`src/rtl/dacbank_pkg.sv`:
```
package dacbank_pkg;
  typedef enum logic [2:0] {
    ST_IDLE, ST_ADDR, ST_SEL, ST_MSB, ST_LSB, ST_GCDATA, ST_SKIP
  } stage_t;

  typedef enum logic [1:0] {
    PH_BITS, PH_WAITFALL, PH_ACK
  } phase_t;

  typedef enum logic [1:0] {
    ACT_NONE, ACT_WRITE, ACT_GCRST
  } act_t;

  localparam logic [2:0] CMD_WRITE = 3'b000;
  localparam logic [2:0] CMD_ALL   = 3'b100;
  localparam logic [2:0] CMD_ONE   = 3'b010;
  localparam logic [7:0] GC_ADDR   = 8'h00;
  localparam logic [7:0] GC_RESET  = 8'h06;
endpackage

```
`src/rtl/dacbank_linesync.sv`:
```
module dacbank_linesync #(
  parameter int SYNC = 2
) (
  input  logic clk,
  input  logic rst,
  input  logic scl_i,
  input  logic sda_i,
  output logic sda_s,
  output logic scl_rise,
  output logic scl_fall,
  output logic start_det,
  output logic stop_det
);
  logic [SYNC:0] scl_q, sda_q;
  logic scl_now, scl_old, sda_now, sda_old;

  always_ff @(posedge clk) begin
    if (rst) begin
      scl_q <= '1;
      sda_q <= '1;
    end else begin
      scl_q <= {scl_q[SYNC-1:0], scl_i};
      sda_q <= {sda_q[SYNC-1:0], sda_i};
    end
  end

  assign scl_now   = scl_q[SYNC-1];
  assign scl_old   = scl_q[SYNC];
  assign sda_now   = sda_q[SYNC-1];
  assign sda_old   = sda_q[SYNC];
  assign sda_s     = sda_now;
  assign scl_rise  = scl_now & ~scl_old;
  assign scl_fall  = ~scl_now & scl_old;
  assign start_det = scl_now & scl_old & sda_old & ~sda_now;
  assign stop_det  = scl_now & scl_old & ~sda_old & sda_now;
endmodule

```
`src/rtl/dacbank_proto.sv`:
```
module dacbank_proto
  import dacbank_pkg::*;
#(
  parameter int         NCH      = 8,
  parameter int         CW       = 10,
  parameter logic [6:0] DEV_ADDR = 7'h2A,
  localparam int        CHW      = (NCH > 1) ? $clog2(NCH) : 1,
  localparam int        MSBW     = CW - 8
) (
  input  logic           clk,
  input  logic           rst,
  input  logic           sda_s,
  input  logic           scl_rise,
  input  logic           scl_fall,
  input  logic           start_det,
  input  logic           stop_det,
  output logic           sda_oe,
  output logic           clear_all,
  output logic           clear_one,
  output logic [CHW-1:0] clear_idx,
  output logic           wr_en,
  output logic [CHW-1:0] wr_idx,
  output logic [CW-1:0]  wr_data,
  output logic           full_rst
);
  stage_t            stage, dec_nxt, nxt_q;
  phase_t            phase;
  act_t              dec_act, act_q;
  logic [2:0]        bitcnt;
  logic [6:0]        sr;
  logic [7:0]        rx;
  logic              dec_ack, dec_ca, dec_co, ack_ok, drop_q, sel_ok;
  logic [CHW-1:0]    ch_q;
  logic [MSBW-1:0]   msb_q;

  assign rx     = {sr, sda_s};
  assign wr_idx = ch_q;
  assign sel_ok = (rx[4] == 1'b0) && (int'(rx[3:0]) < NCH) &&
                  (rx[7:5] == CMD_WRITE || rx[7:5] == CMD_ALL || rx[7:5] == CMD_ONE);

  always_comb begin
    dec_ack = 1'b0;
    dec_nxt = ST_SKIP;
    dec_act = ACT_NONE;
    dec_ca  = 1'b0;
    dec_co  = 1'b0;
    case (stage)
      ST_ADDR: begin
        if (rx == GC_ADDR) begin
          dec_ack = 1'b1;
          dec_nxt = ST_GCDATA;
        end else if (rx == {DEV_ADDR, 1'b0}) begin
          dec_ack = 1'b1;
          dec_nxt = ST_SEL;
        end
      end
      ST_GCDATA: begin
        if (rx == GC_RESET) begin
          dec_ack = 1'b1;
          dec_act = ACT_GCRST;
          dec_nxt = ST_IDLE;
        end
      end
      ST_SEL: begin
        if (sel_ok) begin
          dec_ack = 1'b1;
          dec_nxt = ST_MSB;
          dec_ca  = (rx[7:5] == CMD_ALL);
          dec_co  = (rx[7:5] == CMD_ONE);
        end
      end
      ST_MSB: begin
        dec_ack = 1'b1;
        dec_nxt = ST_LSB;
      end
      ST_LSB: begin
        dec_ack = 1'b1;
        dec_nxt = ST_SEL;
        dec_act = drop_q ? ACT_NONE : ACT_WRITE;
      end
      default: ;
    endcase
  end

  always_ff @(posedge clk) begin
    if (rst || full_rst) begin
      stage     <= ST_IDLE;
      phase     <= PH_BITS;
      bitcnt    <= '0;
      sr        <= '0;
      sda_oe    <= 1'b0;
      ack_ok    <= 1'b0;
      nxt_q     <= ST_IDLE;
      act_q     <= ACT_NONE;
      drop_q    <= 1'b0;
      ch_q      <= '0;
      msb_q     <= '0;
      clear_all <= 1'b0;
      clear_one <= 1'b0;
      clear_idx <= '0;
      wr_en     <= 1'b0;
      wr_data   <= '0;
      full_rst  <= 1'b0;
    end else begin
      clear_all <= 1'b0;
      clear_one <= 1'b0;
      wr_en     <= 1'b0;
      if (start_det) begin
        stage  <= ST_ADDR;
        phase  <= PH_BITS;
        bitcnt <= '0;
        sda_oe <= 1'b0;
      end else if (stop_det) begin
        stage  <= ST_IDLE;
        phase  <= PH_BITS;
        bitcnt <= '0;
        sda_oe <= 1'b0;
      end else if (stage != ST_IDLE) begin
        case (phase)
          PH_BITS: if (scl_rise) begin
            sr <= rx[6:0];
            if (bitcnt == 3'd7) begin
              bitcnt    <= '0;
              phase     <= PH_WAITFALL;
              ack_ok    <= dec_ack;
              nxt_q     <= dec_nxt;
              act_q     <= dec_act;
              clear_all <= dec_ca;
              clear_one <= dec_co;
              if (stage == ST_SEL) begin
                ch_q      <= rx[CHW-1:0];
                clear_idx <= rx[CHW-1:0];
                drop_q    <= (rx[7:5] != CMD_WRITE);
              end
              if (stage == ST_MSB) msb_q <= rx[MSBW-1:0];
              if (stage == ST_LSB) wr_data <= {msb_q, rx};
            end else begin
              bitcnt <= bitcnt + 3'd1;
            end
          end
          PH_WAITFALL: if (scl_fall) begin
            sda_oe <= ack_ok;
            phase  <= PH_ACK;
          end
          default: if (scl_fall) begin
            sda_oe   <= 1'b0;
            phase    <= PH_BITS;
            stage    <= nxt_q;
            wr_en    <= (act_q == ACT_WRITE);
            full_rst <= (act_q == ACT_GCRST);
          end
        endcase
      end
    end
  end
endmodule

```
`src/rtl/dacbank_regs.sv`:
```
module dacbank_regs #(
  parameter int  NCH = 8,
  parameter int  CW  = 10,
  localparam int CHW = (NCH > 1) ? $clog2(NCH) : 1
) (
  input  logic              clk,
  input  logic              rst,
  input  logic              wipe,
  input  logic              clear_all,
  input  logic              clear_one,
  input  logic [CHW-1:0]    clear_idx,
  input  logic              wr_en,
  input  logic [CHW-1:0]    wr_idx,
  input  logic [CW-1:0]     wr_data,
  output logic [NCH*CW-1:0] codes_o
);
  localparam logic [CW-1:0] MID = {1'b1, {(CW-1){1'b0}}};

  for (genvar g = 0; g < NCH; g++) begin : g_ch
    always_ff @(posedge clk) begin
      if (rst || wipe || clear_all || (clear_one && clear_idx == CHW'(g)))
        codes_o[g*CW +: CW] <= MID;
      else if (wr_en && wr_idx == CHW'(g))
        codes_o[g*CW +: CW] <= wr_data;
    end
  end
endmodule

```
`src/rtl/dacbank_i2c_target.sv`:
```
module dacbank_i2c_target #(
  parameter int         NCH      = 8,
  parameter int         CW       = 10,
  parameter logic [6:0] DEV_ADDR = 7'h2A,
  parameter int         SYNC     = 2,
  localparam int        CHW      = (NCH > 1) ? $clog2(NCH) : 1
) (
  input  logic              clk,
  input  logic              rst,
  input  logic              scl_i,
  input  logic              sda_i,
  output logic              sda_oe_o,
  output logic [NCH*CW-1:0] codes_o
);
  logic           sda_s, scl_rise, scl_fall, start_det, stop_det;
  logic           clear_all, clear_one, wr_en, full_rst;
  logic [CHW-1:0] clear_idx, wr_idx;
  logic [CW-1:0]  wr_data;

  dacbank_linesync #(.SYNC(SYNC)) u_sync (
    .clk(clk), .rst(rst), .scl_i(scl_i), .sda_i(sda_i), .sda_s(sda_s),
    .scl_rise(scl_rise), .scl_fall(scl_fall),
    .start_det(start_det), .stop_det(stop_det)
  );

  dacbank_proto #(.NCH(NCH), .CW(CW), .DEV_ADDR(DEV_ADDR)) u_proto (
    .clk(clk), .rst(rst), .sda_s(sda_s), .scl_rise(scl_rise),
    .scl_fall(scl_fall), .start_det(start_det), .stop_det(stop_det),
    .sda_oe(sda_oe_o), .clear_all(clear_all), .clear_one(clear_one),
    .clear_idx(clear_idx), .wr_en(wr_en), .wr_idx(wr_idx),
    .wr_data(wr_data), .full_rst(full_rst)
  );

  dacbank_regs #(.NCH(NCH), .CW(CW)) u_regs (
    .clk(clk), .rst(rst), .wipe(full_rst), .clear_all(clear_all),
    .clear_one(clear_one), .clear_idx(clear_idx), .wr_en(wr_en),
    .wr_idx(wr_idx), .wr_data(wr_data), .codes_o(codes_o)
  );
endmodule

```
`config.mk`:
```
export PLATFORM = sky130hd
export DESIGN_NAME = dacbank_i2c_target
export DESIGN_NICKNAME = d
export VERILOG_FILES = /design/src/rtl/dacbank_pkg.sv /design/src/rtl/dacbank_linesync.sv /design/src/rtl/dacbank_proto.sv /design/src/rtl/dacbank_regs.sv /design/src/rtl/dacbank_i2c_target.sv
export SDC_FILE = /design/constraint.sdc
export NUM_CORES = 1
export LEC_CHECK = 0
export BUFFER_PORTS_ARGS = -buffer_cell sky130_fd_sc_hd__buf_4
export CAP_MARGIN = 20
export CORE_MARGIN = 2
export CORE_UTILIZATION = 35
export CTS_BUF_LIST = sky130_fd_sc_hd__clkbuf_16
export DETAILED_ROUTE_END_ITERATION = 8
export PLACE_DENSITY = 0.56
export SYNTH_ARGS = -nofsm -noshare
export SYNTH_HDL_FRONTEND = slang
export SYNTH_HIERARCHICAL = 1
export SYNTH_SLANG_ARGS = --single-unit
export TNS_END_PERCENT = 5
```
`constraint.sdc`:
```
create_clock -name clk -period 2.46 [get_ports clk]
set_input_delay 0.369 -clock clk [delete_from_list [all_inputs] [get_ports clk]]
set_output_delay 0.369 -clock clk [all_outputs]
set_load 0.01 [all_outputs]
```
==> metrics.cfg <==
[outcome]
status=finished clean

[cts]
cts_buffer_depth=2
ctsHoldBuffers=0
cts_max_level=4
cts-buffers-inserted=17
clock_latency_ns=0.41
ctsResizeCount=0
cts_root_buf=clkbuf_16
clock_sink_count=128
cts_tree=done
clk_pin_slew_worst_paths_ns=0.06
post-cts-setup-buffer-count=0

[die]
die_h_um=125
die-area_um2=15700
core-area_um2=14400
io_pins=85
num_rows=44
die_w_um=125
start_util_pct=35.6

[timing]
tns_ns=0
rsz0062_at_grt=false
relSlewSlack_pct=48.4
fin_skew_ns=0.00657
maxSlewViolCount=0
fin_crit_sh_pct=83.9
setup_viol=0
post-route-min-period_ns=2.06
tightest_slew_ns=0.773
finalHoldViolCount=0
fmax_ghz=0.484

[synth]
ys_seq_area_share_pct=49.8
ys_seq_elements=128
ys_types=54
yosysWarnings=6
synth_fp_nets=616
yosysMostFrequentCell=nand2_1
avgSynthCellArea_um2=8.44
syn-instance-count=609
synthTopCellsByArea=dfxtp_1 50%, nand2_1 14%, a21oi_1 8.9%, nand3_1 2.4%, buf_4 2.3%
synth_top_cell_area_share_pct=49.8
synth_area_um2=5140
synth_commonest_cells=190 x nand2_1, 128 x dfxtp_1, 91 x a21oi_1
yosys.area.top_type=dfxtp_1
synth-main-ff-cell=dfxtp_1
synth_edf_count=0
synthArstFlopShare_pct=0

[layout]
nNetsFinal=682
post-route-util_pct=44.5
fin_cells=872
syn_to_final_growth_pct=24.8
fillers=1470
drive_above_1_share_pct=19.6
diodes=0

[detailed_routing]
route.detailed.drc=0
drt_iter0_markers=322
wire_per_inst_um=15.0
drtAntennaViolNets=0
finalWirelength_um=13100
viasPerCell=5.01
dr.pass1.iters=4
vias=4373

[setup_path]
crit_fanout=5
worst_ep_arrival_time_ns=2.41
crit_path_start_kind=register
critPathKind=reg -> reg
critPathRequiredTime_ns=2.80
endpoint_kind=register

[placed_design]
gp_congestion=0.829
dpl.cell_count=840
dp_hpwl_um=8950
portBuffers=84

[global_routing]
grt_pass1_wl_um=21000
grt_pass1_vias=4080
antenna_found_initial=0
grt_max_degree=23
grt_usage_pct=16.8
grt_overflow=0

[pwr]
total_power_w=0.00481
ir_drop_v=0.000444
p_per_area_nw_per_um2=750
power.leakage_nw=2.38

[job]
cap_viol_max_count=0

[hold_path]
hp-class=in -> reg

cells in the final DEF (no fill, tap or decap), drive strengths merged, types with 2 or more instances in the layout:
cell,Yosys,layout
nand3,26,26
dfxtp,128,128
clkinv,0,4
or2,7,7
inv,3,6
clkinvlp,0,3
a32oi,2,2
or3,3,3
nor2,15,15
a31oi,2,2
buf,34,88
clkbuf,7,17
mux2i,7,7
nor4,4,4
nor3,2,2
and3,3,3
a21oi,91,91
o31ai,4,4
nand4b,3,3
nand4bb,3,3
nand2,190,190
nand4,6,6
a21boi,2,2
ha,3,3
nor3b,3,3
and4bb,3,3
nor2b,5,5
nand2b,5,5
nand3b,10,10
o21ai,18,18
nor4b,2,2
and4b,6,6
or3b,2,2
bufinv,0,5
path summary, 6_finish.rpt:
check             depth (start not counted)  slack [ns]                      startpoint                             to
hold reg to reg                           1        0.40      u_sync/scl_q[0]$_SDFF_PP1_     u_sync/scl_q[1]$_SDFF_PP1_
setup / recovery                          6        0.40  u_proto/bitcnt[0]$_SDFFE_PP0P_  u_proto/act_q[1]$_SDFFE_PP0P_
hold / removal                            2        0.13                           scl_i     u_sync/scl_q[0]$_SDFF_PP1_
setup reg to reg                          6        0.40  u_proto/bitcnt[0]$_SDFFE_PP0P_  u_proto/act_q[1]$_SDFFE_PP0P_
kinds of logic after synthesis:
group / share of synthesized area, %
adder cells (fa/ha/maj): 0.730
AND/OR/NAND/NOR: 28.8
buffers and inverters: 4.96
multiplexers: 1.58
flip-flops: 49.8
AO/OA/AOI/OAI: 14.1
flip-flops by register name, summed over array words and instances, names as in the netlist, 2 cells and up:
name	count
u_proto/act_q	2
u_proto/bitcnt	3
u_proto/msb_q	2
u_proto/nxt_q	3
u_proto/phase	2
u_proto/sr	7
u_proto/stage	3
u_proto/wr_data	10
u_proto/wr_idx	3
u_regs/codes_o	80
u_sync/scl_q	3
u_sync/sda_q	3
routing by layer:
layer	part of all wire (%)	vias to the layer above	track usage, %
met5	0	-	0
met4	1.9	0	6.54
met3	4.9	19	5.01
met2	47	96	27.4
met1	46	2053	21.1
li1	-	2205	-
area by class of cell:
type	instances	area (um^2)	area share, %
clock buffer	17	425	6.63
clock inverter	15	201	3.14
inverter	3	11.3	0.176
multi-input combinational	437	2320	36.2
sequential	128	2560	39.9
tap	184	230	3.59
timing repair buffer	88	661	10.3
worst max-delay path, cell delays in order (launching register included):
cell and delay (ns):
dfxtp_1 0.34, ha_1 0.16, ha_1 0.20, nor3b_1 0.49, nand3_1 0.25, or3_1 0.42
a21oi_1 0.12
power by group:
part	leakage (nW)	switching, W	total [W]	internal [W]
logic	1.04	0.0000557	0.0000799	0.0000241
clock network	0.308	0.000877	0.00265	0.00177
registers	1.03	0.00000455	0.00208	0.00208
total	2.38	0.000937	0.00481	0.00387
metrics by stage:
| stage | area [um^2] | setup slack, ns | hold slack (ns) |
|---|---|---|---|
| 4_1_cts | 6410 | 0.422 | 0.115 |
| 5_1_grt | 6410 | 0.172 | 0.121 |
| 3_3_place_gp | 5790 | 0.486 | 0.391 |
| 6_report | 6410 | 0.396 | 0.132 |
| 3_5_place_dp | 5790 | 0.453 | 0.392 |
| 2_1_floorplan | 5140 | 0.598 | 0.383 |
(Power assumes the default switching activity.)
